$ cat src/rtl/sram_slave_pkg.sv
package sram_slave_pkg;

  // What the single SRAM port does in a given cycle
  typedef enum logic [1:0] {
    PORT_IDLE   = 2'd0,
    PORT_READ   = 2'd1,
    PORT_COMMIT = 2'd2
  } port_op_e;

endpackage

$ cat src/rtl/ssc_write_hold.sv
// Holds the address of an accepted write until its data phase commits it.
module ssc_write_hold #(
  parameter int ADDR_W = 8
) (
  input  logic              clk,
  input  logic              rst,
  input  logic              capture,
  input  logic [ADDR_W-1:0] cap_addr,
  output logic              pend,
  output logic [ADDR_W-1:0] pend_addr
);

  always_ff @(posedge clk) begin
    if (rst) begin
      pend      <= 1'b0;
      pend_addr <= '0;
    end else if (capture) begin
      // a new write address phase wins over retiring the previous one
      pend      <= 1'b1;
      pend_addr <= cap_addr;
    end else begin
      // a held write always commits in the cycle it is pending
      pend      <= 1'b0;
    end
  end

endmodule

$ cat src/rtl/ssc_port_sel.sv
// Decides per cycle who owns the SRAM port and whether the bus must wait.
module ssc_port_sel
  import sram_slave_pkg::*;
#(
  parameter int ADDR_W = 8,
  parameter int DATA_W = 32
) (
  input  logic              pend,
  input  logic [ADDR_W-1:0] pend_addr,
  input  logic              bus_valid,
  input  logic              bus_write,
  input  logic [ADDR_W-1:0] bus_addr,
  input  logic [DATA_W-1:0] bus_wdata,
  output logic              ready,
  output logic              rd_issue,
  output logic              wr_capture,
  output logic [ADDR_W-1:0] sram_addr,
  output logic [DATA_W-1:0] sram_din,
  output logic              sram_cs,
  output logic              sram_we
);

  port_op_e op;
  logic     rd_req;

  assign rd_req     = bus_valid & ~bus_write;
  assign ready      = ~(pend & rd_req);
  assign rd_issue   = rd_req & ~pend;
  assign wr_capture = bus_valid & bus_write;

  always_comb begin
    if (pend)          op = PORT_COMMIT;
    else if (rd_issue) op = PORT_READ;
    else               op = PORT_IDLE;
  end

  always_comb begin
    sram_cs   = 1'b0;
    sram_we   = 1'b0;
    sram_addr = bus_addr;
    unique case (op)
      PORT_COMMIT: begin
        sram_cs   = 1'b1;
        sram_we   = 1'b1;
        sram_addr = pend_addr;
      end
      PORT_READ: sram_cs = 1'b1;
      default: ;
    endcase
  end

  assign sram_din = bus_wdata;

endmodule

$ cat src/rtl/ssc_read_return.sv
// Tracks the read data phase and gates the SRAM output onto the bus.
module ssc_read_return #(
  parameter int DATA_W = 32
) (
  input  logic              clk,
  input  logic              rst,
  input  logic              rd_issue,
  input  logic [DATA_W-1:0] sram_dout,
  output logic [DATA_W-1:0] bus_rdata
);

  logic rd_phase;

  always_ff @(posedge clk) begin
    if (rst) rd_phase <= 1'b0;
    else     rd_phase <= rd_issue;
  end

  assign bus_rdata = rd_phase ? sram_dout : '0;

endmodule

$ cat src/rtl/sram_slave_ctrl.sv
module sram_slave_ctrl #(
  parameter int ADDR_W = 8,
  parameter int DATA_W = 32
) (
  input  logic              clk,
  input  logic              rst,
  input  logic              bus_valid,
  input  logic              bus_write,
  input  logic [ADDR_W-1:0] bus_addr,
  input  logic [DATA_W-1:0] bus_wdata,
  output logic [DATA_W-1:0] bus_rdata,
  output logic              bus_ready,
  output logic [ADDR_W-1:0] sram_addr,
  output logic [DATA_W-1:0] sram_din,
  output logic              sram_cs,
  output logic              sram_we,
  input  logic [DATA_W-1:0] sram_dout
);

  logic              pend;
  logic [ADDR_W-1:0] pend_addr;
  logic              rd_issue;
  logic              wr_capture;

  ssc_write_hold #(.ADDR_W(ADDR_W)) i_hold (
    .clk       (clk),
    .rst       (rst),
    .capture   (wr_capture),
    .cap_addr  (bus_addr),
    .pend      (pend),
    .pend_addr (pend_addr)
  );

  ssc_port_sel #(.ADDR_W(ADDR_W), .DATA_W(DATA_W)) i_sel (
    .pend       (pend),
    .pend_addr  (pend_addr),
    .bus_valid  (bus_valid),
    .bus_write  (bus_write),
    .bus_addr   (bus_addr),
    .bus_wdata  (bus_wdata),
    .ready      (bus_ready),
    .rd_issue   (rd_issue),
    .wr_capture (wr_capture),
    .sram_addr  (sram_addr),
    .sram_din   (sram_din),
    .sram_cs    (sram_cs),
    .sram_we    (sram_we)
  );

  ssc_read_return #(.DATA_W(DATA_W)) i_ret (
    .clk       (clk),
    .rst       (rst),
    .rd_issue  (rd_issue),
    .sram_dout (sram_dout),
    .bus_rdata (bus_rdata)
  );

endmodule

$ cat config.mk
export PLATFORM = sky130hd
export DESIGN_NAME = sram_slave_ctrl
export DESIGN_NICKNAME = d
export VERILOG_FILES = /design/src/rtl/sram_slave_pkg.sv /design/src/rtl/ssc_write_hold.sv /design/src/rtl/ssc_port_sel.sv /design/src/rtl/ssc_read_return.sv /design/src/rtl/sram_slave_ctrl.sv
export SDC_FILE = /design/constraint.sdc
export NUM_CORES = 1
export LEC_CHECK = 0
export ABC_CLOCK_PERIOD_IN_PS = 1100
export BUFFER_PORTS_ARGS = -buffer_cell sky130_fd_sc_hd__buf_2
export CORE_MARGIN = 2
export CORE_UTILIZATION = 31
export CTS_CLUSTER_DIAMETER = 150
export DETAILED_ROUTE_END_ITERATION = 8
export PLACE_DENSITY_LB_ADDON = 0.1
export SETUP_SLACK_MARGIN = 0.15
export SLEW_MARGIN = 10
export SYNTH_ARGS = -nofsm -noshare
export SYNTH_HDL_FRONTEND = slang
export SYNTH_SLANG_ARGS = --single-unit
$ cat constraint.sdc
create_clock -name clk -period 1.1 [get_ports clk]
set_input_delay 0.055 -clock clk [delete_from_list [all_inputs] [get_ports clk]]
set_output_delay 0.055 -clock clk [all_outputs]
set_load 0.03 [all_outputs]
==> run metrics <==
status finished, violations left; failing checks setup timing; Tcrit/Tclk final 113%; Die Area between 4000 and 5000 um^2; Yosys reg bits 10; CTS Root Cell clkbuf_4; Top FF cell, synth dfxtp_1; Netlist cell types 18; RePlAce Congestion 0.661; first-pass GRT wire length a little under 5000 um; crit path capture type primary output; Internal Power 0.000871 W; WS Path Type flop to primary output; R2R depth 2; final hold slack roughly 38 ps; DR iter-0 viols 4; top cells by count, synth and2_1, buf_4, dfxtp_1; post-synth top area share approximately 22%; top post-synthesis cells by area buf_4, and2_1, dfxtp_1; CP max-delay cell dfxtp_4; Fin. Hold Viols 0; synthesis-to-layout area growth 64.7%; sequential share of power around 31%; max incr delay on CP around 370 ps; worst-path cell chain buf_12, mux2_4, buf_6; Synth Instances 122; synthesis warning total 0; EDFF count, synth 0; Layout Nets about 260; VDD IR max about 0.00043 V; Fmax around 0.8 GHz; row count 21; clock slew at reported path FFs about 70 ps; Routed Antenna Nets 0; TritonCTS Buffers 3; Async S/R FF share, synth 0%; TritonRoute pass-1 iters 2; cts hold-fix bufs 0; largest net degree at the start of global routing 20; Worst Setup Start Kind flop; post-DR vias/cell 4.60; worst skew pair latency ~260 ps; fraction of layout cells with a size suffix above 1 around 92%; Critical Path Fanout Max 6; RSZ-0062 raised after global routing true; Die Width 63.9 um; Final Util ~54%; Tightest Pin Transition around 420 ps; PwrDens 697 nW/um^2; max-slew violations 0; min cycle time layout 1250 ps; initial antenna violation count 0; I/O Buffers 86; final WL roughly 3300 um; leakage power between 0.8 and 0.9 nW; sw frac approximately a third; met1 global-route usage between 15 and 20%; GR Overflow Total 0; switching pwr about 0.00041 W; hold path cells 3; min-delay worst type primary input to flop; met2 GRT Util 26.6%; Synth Net Count a little under 200; via count 1036; # fillers between 300 and 400; clock power share 25.9%; TritonCTS clock tree built; largest area contributor in the netlist buf_4; Final Instance Count excl. Fillers about 230; vias in the first global route 1042; Worst Path Arrival about 1200 ps; grt peak-use layer met2; Clock Skew roughly 4.2 ps; syn_area_per_cell about 9.1 um^2; Synth Cell Area roughly 1100 um^2; Slew headroom 72.1%; register area share after synthesis about 18%; All-Layer GR Usage 14.9%; clk sinks 10; final worst setup slack -147 ps; CP required ~1000 ps; CTS H-tree lvls 1; Ports roughly 150; dpl ws 22.2 ps; antenna diode count 0; maxcap violations 0; DPL Wire Length roughly 2200 um; Total Neg Setup Slack -2520 ps; met3 GRT Util between 6 and 7%; CORE AREA roughly 3400 um^2; Comb pwr share around 44%; DIE HEIGHT roughly 64 um; dpl cells about 220; # DRC 0; detailed-route wire length per cell between 10 and 15 um; final setup fails 41; Clock Tree Buf Depth 2; starting density of the core 32.8%
[power by group through the flow]
stage | clock network, W | logic [W] | registers, W
finish | 0.000331 | 0.000556 | 0.000389
global route | 0.000367 | 0.000589 | 0.000392
CTS | 0.000345 | 0.000523 | 0.000387
detailed placement | 0 | 0.000417 | 0.000396
global placement | 0 | 0.000411 | 0.000395
floorplan | 0 | 0.000496 | 0.000392
[stage by stage]
| stage | instance area [um^2] | power [W] |
|---|---|---|
| after floorplan | 1110 | 0.000889 |
| after global placement | 1340 | 0.000806 |
| after detailed placement | 1340 | 0.000813 |
| after CTS | 1730 | 0.00126 |
| after global routing | 1830 | 0.00135 |
| final | 1830 | 0.00128 |
[flip-flops by register name (all words and copies together) (netlist names)]
register / flops
i_ret.rd_phase: 1
i_hold.pend_addr: 8
i_hold.pend: 1
[worst max-delay path: cells and delay by family (launching register included)]
kind     cells  cell delay, ps
flops        1             370
buf+inv      2             260
mux          1             300
[what timing repair did]
item	in CTS	in global routing
pin swaps	0	1
cloned	1	2
setup buffers	0	1
gates resized for setup	110	16
endpoints found under the setup margin	43	43
[path summary, 6_finish.rpt]
kind / endpoint / start / slack (ps)
hold / removal: i_hold.pend_addr[2]$_SDFFE_PP0P_ / bus_addr[2] / 40
setup / recovery: sram_addr[5] / i_hold.pend$_SDFF_PP0_ / -150
setup reg to reg: i_hold.pend_addr[7]$_SDFFE_PP0P_ / i_hold.pend_addr[7]$_SDFFE_PP0P_ / 340
hold reg to reg: i_ret.rd_phase$_SDFF_PP0_ / i_hold.pend$_SDFF_PP0_ / 570
[metal layers]
layer,vias to the layer above,wire length [um],share of wire (%)
li1,474,-,-
met1,483,1130,34
met2,71,1820,55
met3,8,344,10
met4,0,23,0.69
met5,-,0,0
[cells by family after synthesis]
family,synth area share [%]
AND/OR/NAND/NOR,28.1
flip-flops,18.0
buffers and inverters,29.9
AO/OA/AOI/OAI,13.5
multiplexers,10.5
[layout by cell type (no fill, tap or decap), types with 2 or more instances in the layout]
cell,netlist,layout
mux2_4,7,8
clkbuf_16,0,2
dfxtp_4,0,2
buf_6,3,43
buf_4,32,2
clkbuf_4,0,3
nand2b_1,2,2
a21oi_2,8,8
a21bo_2,8,8
buf_12,1,3
and2_4,0,32
nand3_2,8,8
buf_2,4,43
dfxtp_1,10,8
[cell type report]
class	instances	area (um^2)	share of cell area (%)
Tap cell	46	57.6	3.14
Timing Repair Buffer	95	867	47.3
Sequential cell	10	208	11.3
Multi-Input combinational cell	70	663	36.2
Clock buffer	4	36.3	1.98
(Power assumes the default switching activity.)
